===== config.mk =====
export PLATFORM = sky130hd
export DESIGN_NAME = branchUnit
export DESIGN_NICKNAME = d
export VERILOG_FILES = /design/src/rtl/branchUnitPkg.sv /design/src/rtl/branchCondEval.sv /design/src/rtl/branchDatapath.sv /design/src/rtl/branchControl.sv /design/src/rtl/branchUnit.sv
export SDC_FILE = /design/constraint.sdc
export NUM_CORES = 1
export LEC_CHECK = 0
export ABC_AREA = 1
export BUFFER_PORTS_ARGS = -buffer_cell sky130_fd_sc_hd__buf_2
export CAP_MARGIN = 15
export CORE_ASPECT_RATIO = 0.5
export CORE_MARGIN = 1.5
export CORE_UTILIZATION = 30
export CTS_BUF_LIST = sky130_fd_sc_hd__clkbuf_8
export DETAILED_ROUTE_END_ITERATION = 12
export GPL_ROUTABILITY_DRIVEN = 0
export GPL_TIMING_DRIVEN = 0
export SLEW_MARGIN = 25
export SYNTH_ARGS = -nofsm -noshare
export SYNTH_HDL_FRONTEND = slang
export SYNTH_HIERARCHICAL = 1
export SYNTH_SLANG_ARGS = --single-unit

===== constraint.sdc =====
create_clock -name clk -period 1.6 [get_ports clk]
set_input_delay 0.16 -clock clk [delete_from_list [all_inputs] [get_ports clk]]
set_output_delay 0.16 -clock clk [all_outputs]
set_load 0.01 [all_outputs]

===== src/rtl/branchUnitPkg.sv =====
package branchUnitPkg;

  localparam int FLAG_W = 3;
  localparam int FLAG_Z = 0;
  localparam int FLAG_C = 1;
  localparam int FLAG_N = 2;

  typedef enum logic [1:0] {
    ST_IDLE = 2'd0,
    ST_SLOT = 2'd1,
    ST_WAIT = 2'd2,
    ST_LOAD = 2'd3
  } xferState_t;

  typedef struct packed {
    logic capture;
    logic selJump;
  } xferStrobe_t;

endpackage


===== src/rtl/branchCondEval.sv =====
module branchCondEval
  import branchUnitPkg::*;
#(
  parameter int CC_W = 5
) (
  input  logic [CC_W-1:0]   cond,
  input  logic [FLAG_W-1:0] flags,
  output logic              condPass
);

  localparam int SEL_BIT = CC_W - 1;

  logic zeroFlag;
  logic pickFlag;
  logic [3:0] testFail;

  assign zeroFlag = flags[FLAG_Z];

  // Bit 4 routes carry or negative into the pair of tests on bits 2/3.
  assign pickFlag = cond[SEL_BIT] ? flags[FLAG_N] : flags[FLAG_C];

  // Even bits need their flag clear; odd bits need it set.
  genvar g;
  generate
    for (g = 0; g < 4; g++) begin : gTest
      logic tested;
      if (g < 2) begin : gZero
        assign tested = zeroFlag;
      end else begin : gPick
        assign tested = pickFlag;
      end
      if ((g % 2) == 0) begin : gClr
        assign testFail[g] = cond[g] & tested;
      end else begin : gSet
        assign testFail[g] = cond[g] & ~tested;
      end
    end
  endgenerate

  assign condPass = ~|testFail;

endmodule


===== src/rtl/branchDatapath.sv =====
module branchDatapath
  import branchUnitPkg::*;
#(
  parameter int PC_W        = 32,
  parameter int OFF_W       = 5,
  parameter int INSTR_BYTES = 2
) (
  input  logic              clk,
  input  logic              rstN,
  input  xferStrobe_t       strobe,
  input  logic [OFF_W-1:0]  offField,
  input  logic [PC_W-1:0]   pc,
  input  logic [PC_W-1:0]   regValue,
  output logic [PC_W-1:0]   targetPc
);

  localparam int EXT_W = PC_W - OFF_W;

  logic [PC_W-1:0] offScaled;
  logic [PC_W-1:0] relTarget;
  logic [PC_W-1:0] nextTarget;

  // Sign-extend, then scale by the instruction size in halfwords (x2).
  assign offScaled  = {{EXT_W{offField[OFF_W-1]}}, offField} << 1;
  assign relTarget  = pc + PC_W'(INSTR_BYTES) + offScaled;
  assign nextTarget = strobe.selJump ? regValue : relTarget;

  always_ff @(posedge clk or negedge rstN) begin
    if (!rstN) begin
      targetPc <= '0;
    end else if (strobe.capture) begin
      targetPc <= nextTarget;
    end
  end

endmodule


===== src/rtl/branchControl.sv =====
module branchControl
  import branchUnitPkg::*;
#(
  parameter int         OPC_W       = 6,
  parameter logic [5:0] OP_BRANCH   = 6'h30,
  parameter logic [5:0] OP_JUMP     = 6'h31,
  parameter int         WAIT_CYCLES = 3
) (
  input  logic             clk,
  input  logic             rstN,
  input  logic             issueValid,
  input  logic [OPC_W-1:0] opcode,
  input  logic             condPass,
  output xferStrobe_t      strobe,
  output logic             taken,
  output logic             delaySlot,
  output logic             stall,
  output logic             loadPc
);

  localparam int CNT_W = (WAIT_CYCLES > 1) ? $clog2(WAIT_CYCLES) : 1;
  localparam logic [CNT_W-1:0] CNT_LAST = CNT_W'(WAIT_CYCLES - 1);

  xferState_t state, stateNext;
  logic [CNT_W-1:0] waitCnt, waitCntNext;
  logic isBranch, isJump, fire;

  assign isBranch = (opcode == OPC_W'(OP_BRANCH));
  assign isJump   = (opcode == OPC_W'(OP_JUMP));

  // Only an idle unit decodes; anything issued mid-transfer is ignored.
  assign fire = (state == ST_IDLE) && issueValid && (isBranch || isJump) && condPass;

  assign strobe.capture = fire;
  assign strobe.selJump = isJump;

  always_comb begin
    stateNext   = state;
    waitCntNext = waitCnt;
    unique case (state)
      ST_IDLE: begin
        if (fire) stateNext = ST_SLOT;
      end
      ST_SLOT: begin
        if (issueValid) begin
          stateNext   = ST_WAIT;
          waitCntNext = '0;
        end
      end
      ST_WAIT: begin
        if (waitCnt == CNT_LAST) begin
          stateNext = ST_LOAD;
        end else begin
          waitCntNext = waitCnt + 1'b1;
        end
      end
      ST_LOAD: stateNext = ST_IDLE;
      default: stateNext = ST_IDLE;
    endcase
  end

  always_ff @(posedge clk or negedge rstN) begin
    if (!rstN) begin
      state   <= ST_IDLE;
      waitCnt <= '0;
      taken   <= 1'b0;
    end else begin
      state   <= stateNext;
      waitCnt <= waitCntNext;
      taken   <= fire;
    end
  end

  assign delaySlot = (state == ST_SLOT);
  assign stall     = (state == ST_WAIT);
  assign loadPc    = (state == ST_LOAD);

endmodule


===== src/rtl/branchUnit.sv =====
module branchUnit
  import branchUnitPkg::*;
#(
  parameter int         INSTR_W     = 16,
  parameter int         PC_W        = 32,
  parameter int         CC_W        = 5,
  parameter int         OFF_W       = 5,
  parameter int         OPC_W       = 6,
  parameter int         INSTR_BYTES = 2,
  parameter logic [5:0] OP_BRANCH   = 6'h30,
  parameter logic [5:0] OP_JUMP     = 6'h31,
  parameter int         WAIT_CYCLES = 3
) (
  input  logic               clk,
  input  logic               rstN,
  input  logic               issueValid,
  input  logic [INSTR_W-1:0] instr,
  input  logic [FLAG_W-1:0]  flags,
  input  logic [PC_W-1:0]    pc,
  input  logic [PC_W-1:0]    regValue,
  output logic               taken,
  output logic               delaySlot,
  output logic               stall,
  output logic               loadPc,
  output logic [PC_W-1:0]    targetPc
);

  localparam int OFF_LSB = CC_W;
  localparam int OPC_LSB = INSTR_W - OPC_W;

  logic [CC_W-1:0]  condField;
  logic [OFF_W-1:0] offField;
  logic [OPC_W-1:0] opcode;
  logic             condPass;
  xferStrobe_t      strobe;

  assign condField = instr[CC_W-1:0];
  assign offField  = instr[OFF_LSB +: OFF_W];
  assign opcode    = instr[OPC_LSB +: OPC_W];

  branchCondEval #(.CC_W(CC_W)) u_cond (
    .cond     (condField),
    .flags    (flags),
    .condPass (condPass)
  );

  branchControl #(
    .OPC_W       (OPC_W),
    .OP_BRANCH   (OP_BRANCH),
    .OP_JUMP     (OP_JUMP),
    .WAIT_CYCLES (WAIT_CYCLES)
  ) u_ctrl (
    .clk        (clk),
    .rstN       (rstN),
    .issueValid (issueValid),
    .opcode     (opcode),
    .condPass   (condPass),
    .strobe     (strobe),
    .taken      (taken),
    .delaySlot  (delaySlot),
    .stall      (stall),
    .loadPc     (loadPc)
  );

  branchDatapath #(
    .PC_W        (PC_W),
    .OFF_W       (OFF_W),
    .INSTR_BYTES (INSTR_BYTES)
  ) u_dp (
    .clk      (clk),
    .rstN     (rstN),
    .strobe   (strobe),
    .offField (offField),
    .pc       (pc),
    .regValue (regValue),
    .targetPc (targetPc)
  );

endmodule


==> results of run 1 <==
[layout by cell type, fill, tap and decap left out, drive strengths merged]
cell type,count
ha,65
o211ai,3
or2,2
nor2,91
fa,1
inv,121
nand2,281
buf,166
xnor2,6
o22ai,1
nor3,1
dfrtp,37
nand4,3
a21oi,28
bufinv,1
o21ai,25
o21bai,4
xor2,8
nand3,50
o21a,1
clkinvlp,1
a21o,1
and2,2
clkbuf,11
[metrics by stage]
step	instances	TNS, ps	setup slack (ps)
4_1_cts	1085	-697	-83.5
5_1_grt	1108	-1970	-178
6_report	1108	-640	-109
2_1_floorplan	745	-839	-217
3_3_place_gp	1064	-22070	-938
3_5_place_dp	1064	-22990	-952
[sequential cells by signal (all words and copies together) (netlist names)]
signal	cells
u_ctrl/waitCnt	2
u_ctrl/state	2
u_dp/targetPc	32
u_ctrl/taken	1
[critical path, delay by kind of cell]
family	cells	cell delay, ps
adder cells (fa/ha/maj)	3	770
buffers and inverters	1	100
AND/OR/NAND/NOR	10	850
[final timing paths]
path / end / slack, ps
max: u_dp/targetPc[26] / -110
min: u_dp/targetPc[21] / -30
max reg2reg: u_dp/targetPc[6] / 60
min reg2reg: u_dp/targetPc[21] / 480
max in group asynchronous: u_dp/targetPc[17] / 1090
min in group clk: u_dp/targetPc[1] / 60
[routing by layer]
metal  global-route usage  part of all wire  routed length (um)  vias to the layer above
li1                     -                 -                   -                     2652
met1                0.249              0.50                7190                     2352
met2                0.293              0.46                6710                      113
met3               0.0244             0.037                 535                        6
met4               0.0109            0.0044                  64                        0
met5                    0                 0                   0                        -
[where the power goes]
group | switching (uW) | internal, uW | total (uW)
Combinational | 1640 | 1340 | 2980
Clock | 358 | 507 | 865
Sequential | 78.5 | 1070 | 1150
[cells by family after synthesis]
group	after synthesis
AOI/OAI and AO/OA	63
and+or+nand+nor	430
xor gates and xnor gates	14
buffers and inverters	135
adders and majority gates	66
DFF	37
[layout make-up]
class	instances	area (um2)
Fill cell	1452	7320
Multi-Input combinational cell	573	4330
Timing Repair Buffer	158	1030
Sequential cell	37	926
Inverter	121	464
Tap cell	198	248
Buffer	13	106
Clock buffer	6	82.6
Clock inverter	2	37.5
[Yosys cell counts, drive strengths merged (5+ instances only)]
cell type / number
a21oi: 28
buf: 5
clkbuf: 9
dfrtp: 37
ha: 65
inv: 121
nand2: 281
nand3: 50
nor2: 91
o21ai: 25
xnor2: 6
xor2: 8
[repair_timing]
| item | CTS | global route |
|---|---|---|
| endpoints found under the setup margin | 32 | 32 |
| pin swaps | 27 | 59 |
| resized for setup | 90 | 131 |
| hold endpoints to repair | 0 | 0 |
| buffers inserted | 11 | 20 |
| cloned | 3 | 3 |
==> results.md, run 1 <==
| Group | Result | This run |
|:---|:---|:---|
| detailed routing | DRC Markers | 0 |
| setup path | Reg-to-reg startpoint | u_ctrl/state[1] |
| yosys | Number of warnings printed during yosys synthesis | 6 |
| clock tree | Clock slew at the register clock pins of the worst setup and hold paths | 80 ps |
| global route | Overall fraction of global-route tracks in use | 0.174 |
| yosys | Area fraction in and, or, nand and nor cells after synthesis | 0.389 |
| power and ir drop | Total power of the final layout | 5000 uW |
| timing | Final-layout worst hold slack | -33.5 ps |
| detailed routing | WL/cell | 13.1 um |
| job | Maximum Capacitance Violations | 0 |
| floorplanning | Std-Cell Rows | 31 |
| outcome | Outcome | complete, but fails checks |
| setup path | Worst R2R Path Depth | 10 |
| setup path | Kind of end point of the critical path | flop |
| detailed routing | Detail-routed via count per cell | 4.62 |
| setup path | Cell chain of the critical path | buf_6 > ha_4 > ha_4 > fa_2 > nand3_2 > nand3_4 > nand2_1 > nand2_2 > nand3_2 > nand3_1 > nand2_1 > nand3_1 > nand2_1 > nand2_1 |
| clock tree | Clk_lat worst skew | 290 ps |
| cells and area | Non-Filler Cell Area, Final | 7220 um2 |
| yosys | Combinational family with the most area after synthesis | simple AND/OR/NAND/NOR gates |
| floorplanning | Die width | 176 um |
| setup path | Crit start category | input port |
| clock tree | TritonCTS clock tree | yes |
| yosys | Total of flip-flops plus latches after synthesis | 37 |
| timing | Number of max-slew violations in the final report | 0 |
| clock tree | TritonCTS buffer count | 5 |
| yosys | EDFF count, synth | 0 |
| floorplanning | Placeable Area | 14500 um2 |
| global route | Remaining global-route overflow | 0 |
| setup path | CP peak stage delay | 370 ps |
| setup path | Arrival time of data at the critical path endpoint | 1890 ps |
| yosys | Post-synth top area cell | sky130_fd_sc_hd__nand2_1 |
| cells and area | Area Overhead vs Synth | 60.5% |
| timing | Post-layout worst setup margin | -109 ps |
| yosys | Synthesized netlist net count | 897 |
| yosys | Avg Synthesized Cell Area | 6.04 um2 |
| clock tree | Clock root cell | sky130_fd_sc_hd__clkbuf_8 |
| yosys | Post-synthesis xor/xnor area fraction | 0.0272 |
| global route | Global-route wire length before repair | 21900 um |
| cells and area | Number of antenna diodes | 0 |
| timing | Hold violation total from the final report | 37 |
| yosys | Sequential element share of the synthesized area | 0.206 |
| cells and area | Core Util, Final | 0.497 |
| setup path | Origin of the worst setup path | instr[6] |
| global route | Antenna violations before repair | 0 |
| timing | Number of setup violations in the final report | 12 |
| yosys | Post-Syn Instances | 745 |
| power and ir drop | Pwr Density | 692 nW/um2 |
| cells and area | Fraction of layout instances using a drive strength above 1 | 0.423 |
| place | Cell area after placement | 5850 um2 |
| floorplanning | Die ar. | 15800 um2 |
| setup path | Cell with the biggest individual delay on the critical path | sky130_fd_sc_hd__fa_2 |
| outcome | Violated checks | hold timing, setup timing |
| timing | Max-slew headroom at the worst pin | 0.433 |
| setup path | Most frequent cell on the critical path | sky130_fd_sc_hd__nand2_1 |
| floorplanning | Y dimension of the die | 89.6 um |
| timing | Layout Skew | 9.97 ps |
| global route | Largest net degree at the start of global routing | 38 |
| cells and area | Post-layout nets | 1061 |
| detailed routing | Total vias in the final route | 5123 |
| yosys | Post-synthesis compound-gate area fraction | 0.0762 |
| global route | Number of global-route vias before repair | 4523 |
| yosys | Count of unique library cells instantiated by Yosys | 33 |
| setup path | Maximum fanout along the worst path | 4 |
| power and ir drop | Leakage power of the design | 0.00385 uW |
| place | Post-DP HPWL | 11100 um |
| setup path | Crit Path Category | input port to flop |
| place | Quantity of I/O buffers inserted on ports | 121 |
| detailed routing | First drt pass iteration count | 4 |
| clock tree | H-tree depth | 2 |
| detailed routing | Remaining number of nets flagged by the antenna check after routing | 0 |
| setup path | WP data required | 1780 ps |
| yosys | Area share of the largest cell type after synthesis | 0.230 |
| detailed routing | Sum of routed wire length over all layers | 14500 um |
| timing | Maximum achievable frequency | 585 MHz |
| yosys | Netlist area before placement | 4500 um2 |
| clock tree | Number of clock sinks seen by CTS | 37 |
| yosys | Prevailing post-synth register cell | sky130_fd_sc_hd__dfrtp_1 |
| floorplanning | Starting utilization of the core area | 0.309 |
| detailed routing | Iteration-0 DRC count of the detailed router | 265 |
| timing | Fraction of the cycle the final worst path needs | 1.07 |
| clock tree | Count of hold buffers inserted by post-cts repair | 0 |
| yosys | Synth top area cells | sky130_fd_sc_hd__nand2_1 23%, sky130_fd_sc_hd__dfrtp_1 21%, sky130_fd_sc_hd__ha_1 18% |
| worst hold path | Hold Path Class | input port to async pin |
| yosys | Multiplexer fraction of the synthesized cell area | 0 |
| timing | Unrepaired setup endpoints after global routing | true |
| clock tree | Number of buffers on the longest clock path | 2 |
| timing | Final min period | 1710 ps |
| floorplanning | I/O pin count | 122 |
| yosys | Post-synth ARST share | 1.00 |
| power and ir drop | Maximum ir drop on the vdd rail | 0.406 mV |
| timing | Actual slew at the worst max-slew pin | 850 ps |
| yosys | Adder-cell area share of the yosys netlist | 0.185 |
(Power assumes the default switching activity.)
==> run 2: changes to the inputs <==
--- a/config.mk
+++ b/config.mk
@@ -15,6 +15,7 @@
 export DETAILED_ROUTE_END_ITERATION = 12
 export GPL_ROUTABILITY_DRIVEN = 0
 export GPL_TIMING_DRIVEN = 0
+export SKIP_CTS_REPAIR_TIMING = 1
 export SLEW_MARGIN = 25
 export SYNTH_ARGS = -nofsm -noshare
 export SYNTH_HDL_FRONTEND = slang
==> run 2 against run 1 <==
Net effect: the run still ends with hold timing, setup timing left; combinational power is essentially flat; die area stayed put; largest power group unchanged; largest cell class unchanged; clock skew hardly changed; sequential power about the same; fmax is 0.78% lower.
==> results.md, run 2 (synthesis results as in run 1) <==
| Group | Result | This run | Change |
|:---|:---|:---|:---|
| outcome | Outcome | complete, but fails checks |  |
| outcome | Violated checks | hold timing, setup timing |  |
| power and ir drop | Part of the power in registers | 0.234 | +0.004 |
| cells and area | Number of flip-flops under the largest register name | 32 | unchanged |
| floorplanning | I/O pin count | 122 | unchanged |
| detailed routing | First drt pass iteration count | 5 | +1 |
| clock tree | Clock slew at the register clock pins of the worst setup and hold paths | 80 ps | about the same |
| cells and area | Non-Filler Cell Area, Final | 7210 um2 | -0.16% |
| setup path | Crit Reg-Reg Endpoint | u_dp/targetPc[6] |  |
| timing | Final-layout worst hold slack | -36.0 ps | -2.57 ps |
| clock tree | Number of clock sinks seen by CTS | 37 | unchanged |
| setup path | Origin of the worst setup path | instr[6] |  |
| setup path | Cell chain of the critical path | buf_6 > ha_4 > ha_4 > fa_2 > nand3_2 > nand3_4 > nand2_1 > nand2_2 > nand3_2 > nand3_1 > nand2_1 > nand3_1 > nand2_1 > nand2_1 |  |
| timing | Number of max-slew violations in the final report | 0 | unchanged |
| global route | Global-route wire length before repair | 20800 um | -4.9% |
| timing | Fraction of the cycle the final worst path needs | 1.08 | +0.00836 |
| detailed routing | Detail-routed via count per cell | 4.61 | -0.33% |
| floorplanning | Y dimension of the die | 89.6 um | unchanged |
| power and ir drop | Portion of total power attributed to combinational logic | 0.592 | -0.005 |
| setup path | CP peak stage delay | 370 ps | about the same |
| timing | Max-slew headroom at the worst pin | 0.426 | -0.00692 |
| timing | Number of setup violations in the final report | 16 | +4 |
| setup path | Reg-to-reg startpoint | u_ctrl/state[0] |  |
| detailed routing | DRC Markers | 0 | unchanged |
| global route | Overall fraction of global-route tracks in use | 0.165 | -0.00925 |
| clock tree | Clk_lat worst skew | 290 ps | about the same |
| cells and area | Top library cells by usage in the layout, fill and taps aside | 219 x sky130_fd_sc_hd__nand2_1, 118 x sky130_fd_sc_hd__buf_2, 106 x sky130_fd_sc_hd__inv_1 |  |
| floorplanning | Die ar. | 15800 um2 | unchanged |
| setup path | Setup slack of the worst register-to-register path | 20 ps | -40 ps |
| clock tree | TritonCTS clock tree | yes |  |
| clock tree | TritonCTS buffer count | 5 | unchanged |
| setup path | Arrival time of data at the critical path endpoint | 1900 ps | about the same |
| global route | Number of global-route vias before repair | 4337 | -4.1% |
| setup path | Maximum fanout along the worst path | 4 | unchanged |
| floorplanning | Std-Cell Rows | 31 | unchanged |
| place | Cell area after placement | 5850 um2 | unchanged |
| cells and area | Fraction of layout instances using a drive strength above 1 | 0.425 | +0.00231 |
| setup path | Crit start category | input port |  |
| power and ir drop | Cell-internal power | 2900 uW | -0.73% |
| place | Quantity of I/O buffers inserted on ports | 121 | unchanged |
| worst hold path | Hold Path Class | input port to async pin |  |
| power and ir drop | Leakage power of the design | 0.00382 uW | -0.83% |
| place | Post-DP HPWL | 11100 um | unchanged |
| power and ir drop | Pwr Density | 690 nW/um2 | -0.23% |
| detailed routing | Total vias in the final route | 5051 | -1.4% |
| power and ir drop | Psw | 2080 uW | +0.10% |
| global route | Remaining global-route overflow | 0 | unchanged |
| timing | Maximum achievable frequency | 581 MHz | -0.78% |
| setup path | Crit path to | u_dp/targetPc[26] |  |
| power and ir drop | Maximum ir drop on the vdd rail | 0.413 mV | +1.7% |
| detailed routing | Iteration-0 DRC count of the detailed router | 278 | +4.9% |
| setup path | WP data required | 1780 ps | about the same |
| clock tree | Clock root cell | sky130_fd_sc_hd__clkbuf_8 |  |
| clock tree | H-tree depth | 2 | unchanged |
| global route | Antenna violations before repair | 0 | unchanged |
| setup path | Worst R2R Path Depth | 10 | unchanged |
| detailed routing | WL/cell | 13.3 um | +1.7% |
| setup path | Crit Path Category | input port to flop |  |
| detailed routing | Remaining number of nets flagged by the antenna check after routing | 0 | unchanged |
| setup path | Count of buffer and inverter cells on the critical path | 1 | unchanged |
| timing | Layout Skew | 9.91 ps | -0.0619 ps |
| clock tree | Number of buffers on the longest clock path | 2 | unchanged |
| power and ir drop | Total power of the final layout | 4980 uW | -0.39% |
| power and ir drop | Clock network fraction of total power | 0.174 | about the same |
| setup path | Cell with the biggest individual delay on the critical path | sky130_fd_sc_hd__fa_2 |  |
| cells and area | Area Overhead vs Synth | 60.2% |  |
| cells and area | Number of antenna diodes | 0 | unchanged |
| cells and area | Registers with the most flip-flops | u_dp/targetPc: 32 flops, u_ctrl/state: 2 flops, u_ctrl/waitCnt: 2 flops |  |
| setup path | Most frequent cell on the critical path | sky130_fd_sc_hd__nand2_1 |  |
| floorplanning | Starting utilization of the core area | 0.309 | unchanged |
| timing | Post-layout worst setup margin | -122 ps | -13.4 ps |
| cells and area | Register with the most flip-flops | u_dp/targetPc |  |
| timing | Actual slew at the worst max-slew pin | 860 ps | +10.4 ps |
| floorplanning | Placeable Area | 14500 um2 | unchanged |
| detailed routing | Sum of routed wire length over all layers | 14600 um | +0.61% |
| power and ir drop | Switching share of power | 0.417 | +0.00204 |
| timing | Hold violation total from the final report | 37 | unchanged |
| setup path | Category of cells accounting for the largest share of critical-path delay | simple AND/OR/NAND/NOR gates |  |
| setup path | Number of logic stages on the critical path including buffering | 14 | unchanged |
| timing | Final min period | 1720 ps | +13.4 ps |
| cells and area | Post-layout nets | 1049 | -1.1% |
| cells and area | Most common library cell in the layout ignoring fill and taps | sky130_fd_sc_hd__nand2_1 |  |
| timing | Unrepaired setup endpoints after global routing | true |  |
| floorplanning | Die width | 176 um | unchanged |
| global route | Largest net degree at the start of global routing | 38 | unchanged |
| setup path | Kind of end point of the critical path | flop |  |
| job | Maximum Capacitance Violations | 0 | unchanged |
run 2: cell types whose count changed in the layout (fill, tap and decap cells not counted), moves of 2 or more:
cell | previous run | this run
sky130_fd_sc_hd__buf_4 | 30 | 16
sky130_fd_sc_hd__nand3_1 | 29 | 23
sky130_fd_sc_hd__nand3_2 | 17 | 23
sky130_fd_sc_hd__nor2_1 | 61 | 57
sky130_fd_sc_hd__nor2_4 | 13 | 17
sky130_fd_sc_hd__buf_12 | 0 | 3
sky130_fd_sc_hd__buf_16 | 3 | 1
sky130_fd_sc_hd__buf_6 | 12 | 10
sky130_fd_sc_hd__clkbuf_16 | 2 | 4
sky130_fd_sc_hd__inv_1 | 108 | 106
sky130_fd_sc_hd__o21ai_0 | 8 | 10
run 2: worst register-to-register path: cells and delay by family, from the launching register on:
kind | cells | cell delay, ps
buf+inv | 4 | 430
flops | 1 | 440
simple gates | 3 | 260
fa+ha+maj | 1 | 140
compound gates | 2 | 200
run 2: layout make-up:
type	count	area, um2
sequential	37	926
clock inverter	2	37.5
buffer	13	119
inverter	121	472
fill	1437	7330
timing repair buffer	146	956
clock buffer	6	82.6
tap	198	248
multi-input combinational	573	4370
run 2: worst min path at each step:
stage	startpoint	to	slack (ps)	cells after the start
final	rstN	u_dp/targetPc[21]	-40	1
after global routing	rstN	u_dp/targetPc[13]	30	1
after CTS	rstN	u_dp/targetPc[15]	4	1
after detailed placement	rstN	u_dp/targetPc[21]	330	1
after global placement	rstN	u_dp/targetPc[21]	310	1
after floorplan	rstN	u_ctrl/state[0]	-140	0
run 2: routing by layer:
metal	track usage	wire length (um)
met5	0	0
met4	0.0117	52
met3	0.0269	665
met2	0.274	6740
met1	0.236	7120
run 2: per-stage QoR:
step / TNS, ps / std cells / hold slack (ps) / util / setup WS, ps
3_5_place_dp: -22990 / 1064 / 326 / 0.402 / -952
4_1_cts: -15280 / 1072 / 3.81 / 0.410 / -659
2_1_floorplan: -839 / 745 / -136 / - / -217
5_1_grt: -2580 / 1096 / 29.7 / 0.496 / -184
3_3_place_gp: -22070 / 1064 / 314 / 0.402 / -938
6_report: -846 / 1096 / -36.0 / 0.496 / -122
run 2: power by group through the flow:
stage	Sequential (uW)	Combinational (uW)	Clock, uW
finish	1170	2950	865
global route	1180	3250	937
CTS	1160	2310	876
detailed placement	1180	2300	0
global placement	1180	2260	0
floorplan	1210	1590	0
==> run 3: changes to the inputs <==
--- a/config.mk
+++ b/config.mk
@@ -15,6 +15,7 @@
 export DETAILED_ROUTE_END_ITERATION = 12
 export GPL_ROUTABILITY_DRIVEN = 0
 export GPL_TIMING_DRIVEN = 0
+export SETUP_SLACK_MARGIN = 0.05
 export SKIP_CTS_REPAIR_TIMING = 1
 export SLEW_MARGIN = 25
 export SYNTH_ARGS = -nofsm -noshare
==> run 3 against run 2 <==
Net effect: the run still ends with hold timing, setup timing left; sequential share of layout area is 0.067 points higher; register-to-register slack lost 20 ps; critical endpoint is now u_dp/targetPc[16]; highest routed layer unchanged; clock-buffer cell count fell by 1; routed wire length grew 2.2%; setup slack better by 12 ps; worst hold slack is essentially flat.
==> results.md, run 3 (synthesis results as in run 1) <==
| Group | Result | This run | Change |
|:---|:---|:---|:---|
| power and ir drop | Part of the power in registers | 0.244 | +0.010 |
| setup path | CP peak stage delay | 350 ps | -20 ps |
| timing | Final-layout worst hold slack | -35.8 ps | +0.203 ps |
| clock tree | Number of buffers on the longest clock path | 2 | unchanged |
| setup path | Cell with the biggest individual delay on the critical path | sky130_fd_sc_hd__fa_2 |  |
| detailed routing | Detail-routed via count per cell | 4.70 | +1.9% |
| global route | Number of global-route vias before repair | 4586 | +5.7% |
| setup path | Most frequent cell on the critical path | sky130_fd_sc_hd__nor2_1 |  |
| setup path | Count of buffer and inverter cells on the critical path | 2 | +1 |
| setup path | WP data required | 1790 ps | about the same |
| timing | Maximum achievable frequency | 585 MHz | +0.70% |
| cells and area | Register area | 926 um2 | unchanged |
| timing | Max-slew headroom at the worst pin | 0.417 | -0.00910 |
| place | Cell area after placement | 6100 um2 | +4.4% |
| timing | Number of setup violations in the final report | 11 | -5 |
| setup path | Crit start category | input port |  |
| timing | Actual slew at the worst max-slew pin | 874 ps | +13.6 ps |
| cells and area | Most common library cell in the layout ignoring fill and taps | sky130_fd_sc_hd__nand2_1 |  |
| detailed routing | DRC Markers | 0 | unchanged |
| clock tree | Clock root cell | sky130_fd_sc_hd__clkbuf_8 |  |
| power and ir drop | Cell-internal power | 2690 uW | -7.5% |
| place | Quantity of I/O buffers inserted on ports | 121 | unchanged |
| cells and area | Number of flip-flops under the largest register name | 32 | unchanged |
| power and ir drop | Maximum ir drop on the vdd rail | 0.311 mV | -25% |
| timing | Number of max-slew violations in the final report | 0 | unchanged |
| clock tree | TritonCTS clock tree | yes |  |
| global route | Global-route wire length before repair | 21300 um | +2.3% |
| job | Maximum Capacitance Violations | 0 | unchanged |
| global route | Remaining global-route overflow | 0 | unchanged |
| detailed routing | Total vias in the final route | 5149 | +1.9% |
| cells and area | Registers with the most flip-flops | u_dp/targetPc: 32 flops, u_ctrl/state: 2 flops, u_ctrl/waitCnt: 2 flops |  |
| clock tree | Clk_lat worst skew | 300 ps | about the same |
| power and ir drop | Leakage power of the design | 0.00381 uW | -0.26% |
| power and ir drop | Pwr Density | 665 nW/um2 | -3.7% |
| setup path | Category of cells accounting for the largest share of critical-path delay | simple AND/OR/NAND/NOR gates |  |
| timing | Layout Skew | 4.91 ps | -4.99 ps |
| clock tree | Clock slew at the register clock pins of the worst setup and hold paths | 80 ps | about the same |
| worst hold path | Hold Path Class | input port to async pin |  |
| cells and area | Area Overhead vs Synth | 59.4% |  |
| floorplanning | Y dimension of the die | 89.6 um | unchanged |
| timing | Fraction of the cycle the final worst path needs | 1.07 | -0.00749 |
| outcome | Violated checks | hold timing, setup timing |  |
| power and ir drop | Portion of total power attributed to combinational logic | 0.616 | +0.024 |
| timing | Hold violation total from the final report | 37 | unchanged |
| global route | Largest net degree at the start of global routing | 38 | unchanged |
| detailed routing | Sum of routed wire length over all layers | 14900 um | +2.2% |
| power and ir drop | Psw | 2090 uW | +0.42% |
| setup path | Arrival time of data at the critical path endpoint | 1900 ps | about the same |
| clock tree | TritonCTS buffer count | 5 | unchanged |
| clock tree | Number of clock sinks seen by CTS | 37 | unchanged |
| timing | Unrepaired setup endpoints after global routing | true |  |
| cells and area | Register with the most flip-flops | u_dp/targetPc |  |
| timing | Final min period | 1710 ps | -12.0 ps |
| setup path | Kind of end point of the critical path | flop |  |
| floorplanning | Std-Cell Rows | 31 | unchanged |
| cells and area | Multi-input logic area | 4400 um2 | +0.57% |
| detailed routing | Remaining number of nets flagged by the antenna check after routing | 0 | unchanged |
| outcome | Outcome | complete, but fails checks |  |
| setup path | Crit Path Category | input port to flop |  |
| cells and area | Non-Filler Cell Area, Final | 7170 um2 | -0.52% |
| setup path | Maximum fanout along the worst path | 4 | unchanged |
| setup path | Cell chain of the critical path | buf_8 > ha_4 > ha_4 > fa_2 > nand3_2 > nand3_4 > nand2_4 > nand2_4 > inv_2 > nor2_1 > nor2_1 > nor2_1 > nor2_1 > nand2_1 > nand2_1 > nand2_1 |  |
| floorplanning | Placeable Area | 14500 um2 | unchanged |
| power and ir drop | Clock network fraction of total power | 0.140 | -0.034 |
| cells and area | Number of antenna diodes | 0 | unchanged |
| cells and area | Fraction of layout instances using a drive strength above 1 | 0.434 | +0.00891 |
| global route | Overall fraction of global-route tracks in use | 0.170 | +0.00478 |
| clock tree | H-tree depth | 2 | unchanged |
| floorplanning | Die width | 176 um | unchanged |
| cells and area | Count of filler cells inserted in the layout | 1458 | +1.5% |
| cells and area | Top library cells by usage in the layout, fill and taps aside | 211 x sky130_fd_sc_hd__nand2_1, 120 x sky130_fd_sc_hd__buf_2, 104 x sky130_fd_sc_hd__inv_1 |  |
| timing | Post-layout worst setup margin | -110 ps | +12.0 ps |
| cells and area | Post-layout nets | 1049 | unchanged |
| floorplanning | Die ar. | 15800 um2 | unchanged |
| floorplanning | Starting utilization of the core area | 0.309 | unchanged |
| place | Pre-CTS WS | -1190 ps | -237 ps |
| detailed routing | First drt pass iteration count | 5 | unchanged |
| power and ir drop | Switching share of power | 0.437 | +0.0200 |
| place | Post-DP HPWL | 11200 um | +0.82% |
| floorplanning | I/O pin count | 122 | unchanged |
| global route | Antenna violations before repair | 0 | unchanged |
| detailed routing | Iteration-0 DRC count of the detailed router | 279 | +0.36% |
| detailed routing | WL/cell | 13.6 um | +2.2% |
[run 3: cell types whose count changed in the layout (fill, tap and decap cells not counted), moves of 4 or more]
cell / before / now
sky130_fd_sc_hd__buf_6: 10 / 3
sky130_fd_sc_hd__inv_2: 11 / 15
sky130_fd_sc_hd__buf_4: 16 / 20
sky130_fd_sc_hd__nand2_2: 45 / 53
sky130_fd_sc_hd__a21oi_1: 10 / 16
sky130_fd_sc_hd__nand2_1: 219 / 211
sky130_fd_sc_hd__a21oi_2: 14 / 8
[run 3: per-stage QoR]
step	util	power [uW]	setup TNS, ps	instances
floorplan	-	2870	-779	745
global placement	0.419	3540	-27910	1064
detailed placement	0.419	3590	-28820	1064
CTS	0.425	4270	-20560	1072
global route	0.493	5180	-2270	1096
finish	0.493	4770	-471	1096
[run 3: layout make-up]
class | count | area share
Tap cell | 198 | 0.0345
Buffer | 13 | 0.0176
Sequential cell | 37 | 0.129
Clock inverter | 3 | 0.00244
Clock buffer | 5 | 0.00959
Inverter | 121 | 0.0651
Multi-Input combinational cell | 573 | 0.613
Timing Repair Buffer | 146 | 0.129
[run 3: worst reg2reg max path: cells and delay by family, from the launching register on]
family / cells / cell delay [ps]
and+or+nand+nor: 6 / 510
buffers and inverters: 4 / 450
DFF: 1 / 440
adders and majority gates: 1 / 140
[run 3: power by group through the flow]
| stage | Sequential [uW] | Clock [uW] | Combinational (uW) |
|---|---|---|---|
| 3_3_place_gp | 1180 | 0 | 2360 |
| 5_1_grt | 1180 | 721 | 3280 |
| 6_report | 1170 | 668 | 2940 |
| 4_1_cts | 1160 | 684 | 2420 |
| 2_1_floorplan | 1210 | 0 | 1670 |
| 3_5_place_dp | 1180 | 0 | 2410 |
[run 3: final timing paths]
check / depth (start not counted) / slack (ps) / to / start
setup / recovery: 16 / -110 / u_dp/targetPc[16] / instr[6]
hold / removal: 1 / -40 / u_dp/targetPc[22] / rstN
setup reg to reg: 11 / 0 / u_dp/targetPc[29] / u_ctrl/state[1]
hold reg to reg: 2 / 480 / u_dp/targetPc[18] / u_dp/targetPc[18]
max in group asynchronous: 1 / 1070 / u_dp/targetPc[1] / rstN
min in group clk: 3 / 60 / u_dp/targetPc[1] / regValue[1]
[run 3: layer usage]
layer / routed length [um] / global-route usage
met4: 45 / 0.0140
met2: 7060 / 0.295
met5: 0 / 0
met1: 6840 / 0.230
met3: 954 / 0.0316
